`config.mk`:
```
export PLATFORM = sky130hd
export DESIGN_NAME = ret_stack
export DESIGN_NICKNAME = d
export VERILOG_FILES = /design/src/rtl/rstk_pkg.sv /design/src/rtl/rstk_store.sv /design/src/rtl/rstk_irq_gate.sv /design/src/rtl/ret_stack.sv
export SDC_FILE = /design/constraint.sdc
export NUM_CORES = 1
export LEC_CHECK = 0
export ABC_AREA = 1
export BUFFER_PORTS_ARGS = -buffer_cell sky130_fd_sc_hd__buf_2
export CAP_MARGIN = 25
export CORE_MARGIN = 2
export CORE_UTILIZATION = 25
export CTS_CLUSTER_DIAMETER = 80
export DETAILED_ROUTE_END_ITERATION = 7
export REMOVE_ABC_BUFFERS = 1
export SYNTH_ARGS = -nofsm -noshare
export SYNTH_HDL_FRONTEND = slang
export SYNTH_SLANG_ARGS = --single-unit
```
`constraint.sdc`:
```
create_clock -name clk -period 2.07 [get_ports clk]
set_input_delay 0.5175 -clock clk [delete_from_list [all_inputs] [get_ports clk]]
set_output_delay 0.5175 -clock clk [all_outputs]
set_load 0.02 [all_outputs]
```
`src/rtl/rstk_pkg.sv`:
```
package rstk_pkg;
    localparam int unsigned PC_W   = 12;
    localparam int unsigned LEVELS = 6;

    typedef enum logic [1:0] {
        ST_IDLE = 2'd0,
        ST_PEND = 2'd1,
        ST_HOLD = 2'd2
    } grant_state_t;
endpackage

```
`src/rtl/rstk_store.sv`:
```
module rstk_store #(
    parameter int unsigned W      = 12,
    parameter int unsigned LEVELS = 6
) (
    input  logic         clk,
    input  logic         rst_n,
    input  logic         push,
    input  logic         pop,
    input  logic [W-1:0] din,
    output logic [W-1:0] dout,
    output logic         full,
    output logic         empty
);
    localparam int unsigned PW = $clog2(LEVELS);
    localparam int unsigned DW = $clog2(LEVELS + 1);
    localparam logic [PW-1:0] LAST = PW'(LEVELS - 1);
    localparam logic [DW-1:0] MAXD = DW'(LEVELS);

    logic [W-1:0]  slot [LEVELS];
    logic [PW-1:0] wr_ptr;
    logic [PW-1:0] top_idx;
    logic [PW-1:0] nxt_ptr;
    logic [DW-1:0] depth;
    logic          do_pop;

    assign top_idx = (wr_ptr == '0) ? LAST : wr_ptr - 1'b1;
    assign nxt_ptr = (wr_ptr == LAST) ? '0 : wr_ptr + 1'b1;
    // Push wins a tie; a pop on an empty stack does nothing
    assign do_pop  = pop && !push && (depth != '0);
    assign full    = (depth == MAXD);
    assign empty   = (depth == '0);
    assign dout    = slot[top_idx];

    for (genvar i = 0; i < LEVELS; i++) begin : g_slot
        always_ff @(posedge clk or negedge rst_n) begin
            if (!rst_n)
                slot[i] <= '0;
            else if (push && (wr_ptr == PW'(i)))
                slot[i] <= din;
        end
    end

    always_ff @(posedge clk or negedge rst_n) begin
        if (!rst_n) begin
            wr_ptr <= '0;
            depth  <= '0;
        end else if (push) begin
            wr_ptr <= nxt_ptr;
            if (!full)
                depth <= depth + 1'b1;
        end else if (do_pop) begin
            wr_ptr <= top_idx;
            depth  <= depth - 1'b1;
        end
    end

    assert_depth_bound_R1: assert property (@(posedge clk) disable iff (!rst_n)
        depth <= MAXD);
    assert_push_top_R2: assert property (@(posedge clk) disable iff (!rst_n)
        push |=> dout == $past(din));
    assert_no_overflow_R3: assert property (@(posedge clk) disable iff (!rst_n)
        (push && full) |=> full);
    assert_empty_pop_R4: assert property (@(posedge clk) disable iff (!rst_n)
        (pop && !push && empty) |=> (empty && $stable(dout)));
endmodule

```
`src/rtl/rstk_irq_gate.sv`:
```
module rstk_irq_gate
    import rstk_pkg::*;
(
    input  logic clk,
    input  logic rst_n,
    input  logic req,
    input  logic en,
    input  logic full,
    input  logic busy,
    output logic ack
);
    grant_state_t state_q, state_d;

    always_ff @(posedge clk or negedge rst_n) begin
        if (!rst_n)
            state_q <= ST_IDLE;
        else
            state_q <= state_d;
    end

    always_comb begin
        state_d = state_q;
        unique case (state_q)
            ST_IDLE: if (req) state_d = full ? ST_HOLD : ST_PEND;
            ST_PEND: begin
                if (ack)       state_d = req ? ST_PEND : ST_IDLE;
                else if (full) state_d = ST_HOLD;
            end
            ST_HOLD: if (!full) state_d = ST_PEND;
            default: state_d = ST_IDLE;
        endcase
    end

    always_comb begin
        ack = (state_q == ST_PEND) && en && !full && !busy;
    end

    assert_ack_not_full_R7: assert property (@(posedge clk) disable iff (!rst_n)
        ack |-> !full);
    assert_ack_idle_bus_R9: assert property (@(posedge clk) disable iff (!rst_n)
        ack |-> !busy);
    assert_ack_pulse_R8: assert property (@(posedge clk) disable iff (!rst_n)
        (ack && !req) |=> !ack);
    assert_disabled_no_ack_R6: assert property (@(posedge clk) disable iff (!rst_n)
        !en |-> !ack);
endmodule

```
`src/rtl/ret_stack.sv`:
```
module ret_stack
    import rstk_pkg::*;
(
    input  logic            clk,
    input  logic            rst_n,
    input  logic            push_i,
    input  logic            pop_i,
    input  logic [PC_W-1:0] pc_i,
    output logic [PC_W-1:0] pc_o,
    input  logic            irq_req_i,
    input  logic            irq_en_i,
    output logic            irq_ack_o,
    output logic            full_o
);
    logic ack;
    logic busy;
    logic st_push;
    logic st_empty;

    assign busy      = push_i | pop_i;
    assign st_push   = push_i | ack;
    assign irq_ack_o = ack;

    rstk_store #(.W(PC_W), .LEVELS(LEVELS)) u_store (
        .clk   (clk),
        .rst_n (rst_n),
        .push  (st_push),
        .pop   (pop_i),
        .din   (pc_i),
        .dout  (pc_o),
        .full  (full_o),
        .empty (st_empty)
    );

    rstk_irq_gate u_gate (
        .clk   (clk),
        .rst_n (rst_n),
        .req   (irq_req_i),
        .en    (irq_en_i),
        .full  (full_o),
        .busy  (busy),
        .ack   (ack)
    );

    assert_full_not_empty_R1: assert property (@(posedge clk) disable iff (!rst_n)
        !(full_o && st_empty));
    assert_ack_pushes_R8: assert property (@(posedge clk) disable iff (!rst_n)
        irq_ack_o |=> pc_o == $past(pc_i));
endmodule

```
==> results of run 1 <==
sequential cells by signal, indices dropped and copies added (netlist names):
register	count
u_store.slot	72
u_store.depth	3
u_store.wr_ptr	3
u_gate.state_q	2
layout make-up:
type / count / area [um2]
Clock buffer: 12 / 256
Clock inverter: 4 / 76.3
Fill cell: 1567 / 10200
Inverter: 37 / 141
Multi-Input combinational cell: 294 / 1760
Sequential cell: 80 / 2000
Tap cell: 188 / 235
Timing Repair Buffer: 65 / 553
cells by family (layout without fill, tap and decap cells):
family | count (synthesis) | count (layout)
and+or+nand+nor | 155 | 155
AOI/OAI and AO/OA | 110 | 110
DFF | 80 | 80
buffers and inverters | 60 | 118
muxes | 24 | 24
xor gates and xnor gates | 3 | 3
adders and majority gates | 2 | 2
final timing paths:
kind	slack, ns	from	endpoint
min reg2reg	0.48	u_store.slot[48]	u_store.slot[48]
max	-0.26	u_store.wr_ptr[1]	pc_o[4]
min	0.05	rst_n	u_store.slot[22]
max reg2reg	0.36	u_gate.state_q[1]	u_store.slot[67]
max in group asynchronous	1.40	rst_n	u_store.slot[7]
min in group clk	0.48	u_store.slot[48]	u_store.slot[48]
repair_timing:
item,in CTS,in global routing
resized for setup,51,6
buffers inserted,6,2
endpoints found under the setup margin,12,12
hold buffers,0,0
pin swaps,2,3
stage by stage:
stage	util	hold WS (ns)	cells	power, W	instance area (um2)
after global placement	0.288	0.400	656	0.00668	4380
after global routing	0.331	0.0500	680	0.0104	5020
after detailed placement	0.288	0.406	656	0.00679	4380
after CTS	0.328	0.0449	678	0.00961	4980
final	0.331	0.0465	680	0.00968	5020
after floorplan	-	0.222	411	0.00520	3740
layout by cell type (no fill, tap or decap), types with 3 or more instances in the layout:
cell         n
o21ai_0     42
nand3_1     12
clkbuf_16    9
o21ai_1     39
a21oi_2      4
buf_6       14
dfrtp_1     78
nand3_2      3
o2bb2ai_2    8
buf_12       4
buf_2       18
buf_4       28
mux2i_1     23
inv_2        8
nor2_1       3
nand2_1    125
a21oi_1      6
inv_1       28
nand2_4      3
nor2_4       3
routing by layer:
layer / routed length [um] / track usage / vias up
met1: 4480 / 0.162 / 1503
li1: - / - / 1550
met5: 0 / 0 / -
met3: 429 / 0.0304 / 10
met4: 102 / 0.0384 / 0
met2: 4420 / 0.196 / 55
report_power, final:
group	leakage [nW]	internal, W	total [W]	switching, W
sequential	1.00	0.00228	0.00270	0.000420
clock	0.159	0.00112	0.00172	0.000601
combinational	1.25	0.00238	0.00525	0.00287
worst max-delay path, delay by kind of cell, from the launching register on:
family | cells | cell delay, ns
AND/OR/NAND/NOR | 2 | 0.26
AO/OA/AOI/OAI | 1 | 0.18
XOR/XNOR | 1 | 0.17
flip-flops | 1 | 0.43
buffers and inverters | 3 | 0.43
==> flow_summary.json, run 1 <==
{
  "hpwl_um": 6240,
  "drive_above_1_share": 0.258,
  "worst_setup_path_start_kind": "register",
  "max_slew_margin": 0.662,
  "worst_skew_pair.late_latency_ns": 0.33,
  "dieWidth_um": 129,
  "post-place-ws_ns": 0.00831,
  "syn_area_per_cell_um2": 8.99,
  "yosys-top-cells-area": "dfrtp_1, nand2_1, mux2i_1",
  "outcome": "finished, violations left",
  "ys_async_sr_fraction": 1.00,
  "setup_viol": 12,
  "final_nets": 507,
  "io_buffers": 31,
  "h-tree-depth": 3,
  "ys_top_cells_by_count": "nand2_1, dfrtp_1, o21ai_0, o21ai_1, inv_1",
  "crit_slowest_cell": "dfrtp_1",
  "dieHeight_um": 129,
  "setup_ws_ns": -0.260,
  "diodes": 0,
  "track_usage": 0.122,
  "period_needed_ns": 2.33,
  "synth_compound_area_frac": 0.158,
  "hp-class": "input port to async pin",
  "ys.flop_type": "dfrtp_1",
  "cts_tree": "built",
  "yosysWarnings": 0,
  "grt_pass1_vias": 3124,
  "rsz0062_at_grt": "true",
  "area_growth_pct": 28.8,
  "grt_max_degree": 39,
  "synthXorXnorAreaFrac": 0.00866,
  "drv_slew": 0,
  "grt_overflow": 0,
  "pin_count": 32,
  "rr_worst_depth": 9,
  "clkTransAtPathRegs_ns": 0.06,
  "wl_per_cell_um": 13.9,
  "yosys.area.top_type": "dfrtp_1",
  "initialDrtViolationCount": 198,
  "timing.final.crit_share": 1.13,
  "p_per_area_nw_per_um2": 1930,
  "synth_cells": 434,
  "syn_area_um2": 3900,
  "ys_seq_area_frac": 0.513,
  "critPathArrivalTime_ns": 1.81,
  "first_pass_iters": 4,
  "crit_fanout": 5,
  "required_ns": 1.55,
  "cts_buffers": 9,
  "netlist.area_leader.share": 0.513,
  "path_class": "register to output pin",
  "yosysUniqueCellTypes": 30,
  "routed_via_density": 4.59,
  "die-area_um2": 16600,
  "start_util": 0.257,
  "crit_top_cell": "buf_6",
  "synth_edf_count": 0,
  "worstMarginPinSlew_ns": 0.505,
  "routed_wl_um": 9430,
  "cts_root_buffer": "clkbuf_16",
  "critPathCaptureType": "output pin",
  "finalHoldViolations": 0,
  "grt_first_pass_wirelength_um": 15800,
  "clock.fmax_mhz": 429,
  "yosysMostFrequentCell": "nand2_1",
  "synthMuxAreaShare": 0.0616,
  "ir_drop_v": 0.000768,
  "drc_errors": 0,
  "crit_path_max_incr_delay_ns": 0.43,
  "crit_chain": "nor2_4 -> buf_6 -> xor2_4 -> nand2_2 -> buf_8 -> o22ai_2 -> buf_6",
  "antenna_found_initial": 0,
  "fin_skew_ns": 0.00628,
  "tns_ns": -2.92,
  "ant_nets": 0,
  "gp_congestion": 0.807,
  "ys_seq_elements": 80,
  "synth_top_family_by_area": "simple AND/OR/NAND/NOR gates",
  "yosys.area_share.simple": 0.176,
  "core_region_area_um2": 15200,
  "violations": "negative setup slack",
  "synth_fa_ha_area_frac": 0.00641,
  "num_vias": 3118,
  "cts_buffer_depth": 2,
  "cts_sinks": 80,
  "cellLeakagePower_nw": 2.41,
  "maxCapViolCount": 0,
  "rows": 45
}
No activity file was read; power rests on OpenSTA's default activity.
==> run 2: changes to the inputs <==
Settings changed: PLACE_DENSITY_LB_ADDON set to 0.12, SLEW_MARGIN set to 20.
==> run 2 against run 1 <==
The flow still finishes with violations (negative setup slack). First-iteration DRC count grew 0.51%. Flip-flop and latch count stayed put. Setup slack gained 0.014 ns. Fmax increased by 0.61%. Global-route usage rose by 1.4 points. Routed wire length up 9.9%. Register-to-register slack improved by 0.05 ns. Cell area down 0.40%. Final cell count decreased by 0.74%.
==> flow_summary.json, run 2 (synthesis gave the netlist of run 1 again) <==
{
  "drv_slew": 0,
  "final_common_cell": "nand2_1",
  "drive_above_1_share": 0.275,
  "gp_congestion": 0.723,
  "crit_fanout": 17,
  "grt_pass1_vias": 3076,
  "track_usage": 0.136,
  "design_area_um2": 5000,
  "cts_tree": "built",
  "ant_nets": 0,
  "busiest_layer": "met2",
  "largest_reg_flops": 72,
  "hpwl_um": 6680,
  "diodes": 0,
  "routed_via_density": 4.58,
  "rows": 45,
  "ir_drop_v": 0.000686,
  "crit_slowest_cell": "dfrtp_2",
  "io_buffers": 31,
  "grt_use_met3": 0.0295,
  "path_class": "register to output pin",
  "critPathArrivalTime_ns": 1.80,
  "crit_buf_inv": 3,
  "largest_register": "u_store.slot",
  "critPathCaptureType": "output pin",
  "required_ns": 1.55,
  "r2r_setup_slack_ns": 0.41,
  "finalHoldViolations": 0,
  "pin_count": 32,
  "first_pass_iters": 4,
  "period_needed_ns": 2.32,
  "grt_max_degree": 35,
  "h-tree-depth": 3,
  "grt_overflow": 0,
  "place_area_um2": 4410,
  "cellLeakagePower_nw": 2.37,
  "worst_setup_path_start_kind": "register",
  "dieWidth_um": 129,
  "cts_sinks": 80,
  "rsz0062_at_grt": "true",
  "crit_top_cell": "buf_6",
  "core_region_area_um2": 15200,
  "maxCapViolCount": 0,
  "use_met2": 0.207,
  "max_slew_margin": 0.642,
  "initialDrtViolationCount": 199,
  "antenna_found_initial": 0,
  "grt_use_met1": 0.192,
  "cts_root_buffer": "clkbuf_16",
  "grt_first_pass_wirelength_um": 17100,
  "nFillCells": 1599,
  "cts_buffers": 9,
  "clock.fmax_mhz": 432,
  "area_growth_pct": 28.2,
  "wl_per_cell_um": 15.4,
  "p_per_area_nw_per_um2": 1890,
  "violations": "negative setup slack",
  "final_nets": 504,
  "post-place-ws_ns": 0.0267,
  "layout_common_cells": "nand2_1, dfrtp_1, o21ai_0",
  "start_util": 0.257,
  "die-area_um2": 16600,
  "num_vias": 3092,
  "worstMarginPinSlew_ns": 0.534,
  "hp-class": "input port to async pin",
  "routed_wl_um": 10400,
  "dieHeight_um": 129,
  "setup_ws_ns": -0.245,
  "worst_skew_pair.late_latency_ns": 0.34,
  "clkTransAtPathRegs_ns": 0.06,
  "crit_chain": "buf_6 -> buf_12 -> mux2i_2 -> a21oi_4 -> o2bb2ai_2 -> buf_6",
  "cts_buffer_depth": 2,
  "reg.largest.list": "u_store.slot (72), u_store.depth (3), u_store.wr_ptr (3)",
  "hold_buffers": 0,
  "fin_skew_ns": 0.00539,
  "timing.final.crit_share": 1.12,
  "final_util": 0.329,
  "setup_viol": 12,
  "cp_top_family": "buffers and inverters",
  "crit_path_max_incr_delay_ns": 0.42,
  "drc_errors": 0,
  "outcome": "finished, violations left"
}
-- run 2: cell count changes in the layout (fill, tap and decap cells not counted), sizes merged --
cell / previous run / this run
buf: 65 / 62
bufinv: 2 / 1
clkbuf: 12 / 13
clkinvlp: 1 / 0
inv: 37 / 36
-- run 2: power by group --
group          internal [W]  total (W)  switching, W
logic               0.00229    0.00519       0.00290
registers           0.00228    0.00271      0.000427
clock network      0.000956    0.00156      0.000609
-- run 2: path summary, 6_finish.rpt --
path | from | end | cells past startpoint
min in group clk | u_store.slot[58] | u_store.slot[58] | 2
worst max-delay path | u_store.wr_ptr[0] | pc_o[5] | 6
max in group asynchronous | rst_n | u_store.slot[10] | 2
worst min-delay path | rst_n | u_store.slot[12] | 1
worst max register to register | u_gate.state_q[1] | u_store.slot[39] | 10
worst min register to register | u_store.slot[58] | u_store.slot[58] | 2
-- run 2: cell type report --
cell class                 count  area [um2]  area share
timing repair buffer          62         527       0.105
multi-input combinational    294        1820       0.363
clock inverter                 1        30.0     0.00600
sequential                    80        2000       0.400
inverter                      37         144      0.0288
clock buffer                  13         250      0.0500
tap                          188         235      0.0470
-- run 2: worst reg2reg max path: stages, from the launching register on --
cell,delay (ns)
dfrtp_1,0.40
inv_2,0.08
nand2_1,0.08
nor2_2,0.13
nand3_4,0.13
nand2_4,0.10
buf_12,0.15
nand3_2,0.07
buf_4,0.22
nand2_1,0.09
o21ai_0,0.08
-- run 2: timing repair --
| action | CTS | global route |
|---|---|---|
| hold endpoints to repair | 0 | 0 |
| gates resized for setup | 57 | 16 |
| endpoints found under the setup margin | 12 | 12 |
| pin swaps | 13 | 8 |
| setup buffers | 1 | 1 |
-- run 2: layer usage --
metal | wire (um) | part of all wire
met1 | 5140 | 0.50
met2 | 4720 | 0.46
met3 | 357 | 0.034
met4 | 146 | 0.014
met5 | 0 | 0
-- run 2: metrics by stage --
stage	TNS, ns	hold slack [ns]	power [W]	cells
6_report	-2.66	0.0991	0.00946	675
3_3_place_gp	0	0.467	0.00681	659
3_5_place_dp	0	0.472	0.00685	659
4_1_cts	-3.08	0.108	0.00935	674
5_1_grt	-3.81	0.118	0.0102	675
2_1_floorplan	-15.60	0.222	0.00520	411
==> run 3: changes to the inputs <==
Settings changed: RECOVER_POWER set to 100.
==> run 3 against run 2 <==
The flow finishes with violations (max-capacitance violations, max-slew violations, negative setup slack). Clock power hardly changed. Setup slack better by 0.0022 ns. Power is 0.53% lower. Flip-flop and latch count stayed put. Critical path type unchanged.
==> flow_summary.json, run 3 (synthesis gave the netlist of run 1 again) <==
{
  "outcome": "finished, violations left",
  "violations": "max-capacitance violations, max-slew violations, negative setup slack",
  "hp-class": "register to register",
  "layout_common_cells": "nand2_1, dfrtp_1, o21ai_0",
  "timing.final.crit_share": 1.12,
  "ir_drop_v": 0.000686,
  "core_region_area_um2": 15200,
  "antenna_found_initial": 0,
  "post-place-ws_ns": 0.0267,
  "worst_setup_path_start_kind": "register",
  "dieWidth_um": 129,
  "drv_slew": 28,
  "area_growth_pct": 26.5,
  "total_power_w": 0.00941,
  "h-tree-depth": 3,
  "path_class": "register to output pin",
  "grt_pass1_vias": 3076,
  "clkTransAtPathRegs_ns": 0.06,
  "r2r_setup_slack_ns": 0.06,
  "hold_buffers": 0,
  "cts_buffer_depth": 2,
  "hpwl_um": 6680,
  "worst_skew_pair.late_latency_ns": 0.34,
  "start_util": 0.257,
  "dp.cells": 659,
  "first_pass_iters": 4,
  "routed_wl_um": 10300,
  "track_usage": 0.136,
  "crit_fanout": 8,
  "finalHoldViolations": 0,
  "fin_skew_ns": 0.00493,
  "swShare": 0.415,
  "cts_sinks": 80,
  "rsz0062_at_grt": "true",
  "gp_congestion": 0.723,
  "dieHeight_um": 129,
  "r2r-start": "u_store.depth[0]",
  "diodes": 0,
  "clock.fmax_mhz": 432,
  "maxCapViolCount": 1,
  "rows": 45,
  "grt_first_pass_wirelength_um": 17100,
  "largest_reg_flops": 72,
  "cts_root_buffer": "clkbuf_16",
  "fin_cells": 675,
  "crit_end": "pc_o[4]",
  "cp-startpoint": "u_store.wr_ptr[1]",
  "holdWs_ns": 0.486,
  "pin_count": 32,
  "grt_overflow": 0,
  "ant_nets": 0,
  "num_vias": 3080,
  "p_per_area_nw_per_um2": 1910,
  "die-area_um2": 16600,
  "clkPwrFrac": 0.166,
  "p_comb_frac": 0.547,
  "reg.largest.list": "u_store.slot (72), u_store.depth (3), u_store.wr_ptr (3)",
  "final_common_cell": "nand2_1",
  "period_needed_ns": 2.31,
  "max_slew_margin": -0.0378,
  "p_switching_w": 0.00390,
  "cellLeakagePower_nw": 2.35,
  "critPathArrivalTime_ns": 1.80,
  "routed_via_density": 4.56,
  "setup_ws_ns": -0.243,
  "worstMarginPinSlew_ns": 1.56,
  "seq_power_share": 0.286,
  "drc_errors": 0,
  "final_nets": 504,
  "r2r-end": "u_store.slot[39]",
  "io_buffers": 31,
  "required_ns": 1.55,
  "cts_tree": "built",
  "rr_worst_depth": 8,
  "p_int_w": 0.00551,
  "initialDrtViolationCount": 184,
  "drive_above_1_share": 0.263,
  "setup_viol": 13,
  "cts_buffers": 9,
  "critPathCaptureType": "output pin",
  "grt_max_degree": 35,
  "largest_register": "u_store.slot",
  "wl_per_cell_um": 15.2
}
## run 3: worst min-delay path by stage
stage                              to  slack, ns              from  cells after the start
floorplan           u_gate.state_q[0]       0.22             rst_n                      0
global placement     u_store.slot[40]       0.47  u_store.slot[40]                      2
detailed placement   u_store.slot[68]       0.47  u_store.slot[68]                      2
CTS                  u_store.slot[12]       0.11             rst_n                      1
global route         u_store.slot[20]       0.50  u_store.slot[20]                      2
finish               u_store.slot[57]       0.49  u_store.slot[57]                      2
## run 3: layout make-up
class	count	area, um2
Fill cell	1609	10300
Timing Repair Buffer	62	497
Tap cell	188	235
Clock inverter	1	30.0
Clock buffer	13	250
Inverter	37	144
Multi-Input combinational cell	294	1780
Sequential cell	80	2000
## run 3: metal layers
metal	vias up	global-route usage	part of all wire
met5	-	0	0
met4	0	0.0441	0.015
met3	11	0.0295	0.035
met2	56	0.207	0.45
met1	1475	0.192	0.50
li1	1538	-	-
## run 3: timing repair
item / in CTS / in global routing
buffers inserted: 1 / 1
hold endpoints to repair: 0 / 0
pin swaps: 13 / 8
endpoints found under the setup margin: 12 / 12
resized for setup: 57 / 16
## run 3: critical path: stages, from the launching register on
cell      delay (ns)
dfrtp_1         0.42
nor2_4          0.08
inv_2           0.07
nor2_4          0.04
nor2_4          0.16
clkinv_4        0.14
buf_6           0.14
o21ai_2         0.12
inv_2           0.04
o22ai_2         0.10
buf_6           0.14
## run 3: power groups by stage
stage / combinational, W / sequential [W] / clock, W
2_1_floorplan: 0.00247 / 0.00272 / 0
3_3_place_gp: 0.00412 / 0.00269 / 0
3_5_place_dp: 0.00415 / 0.00270 / 0
4_1_cts: 0.00505 / 0.00268 / 0.00162
5_1_grt: 0.00570 / 0.00279 / 0.00169
6_report: 0.00515 / 0.00269 / 0.00157
## run 3: per-stage QoR
stage	TNS (ns)	cell area, um2	util
after global routing	-16.73	4940	0.325
after global placement	0	4410	0.290
after CTS	-3.08	4930	0.324
after floorplan	-15.60	3740	-
final	-2.75	4940	0.325
after detailed placement	0	4410	0.290
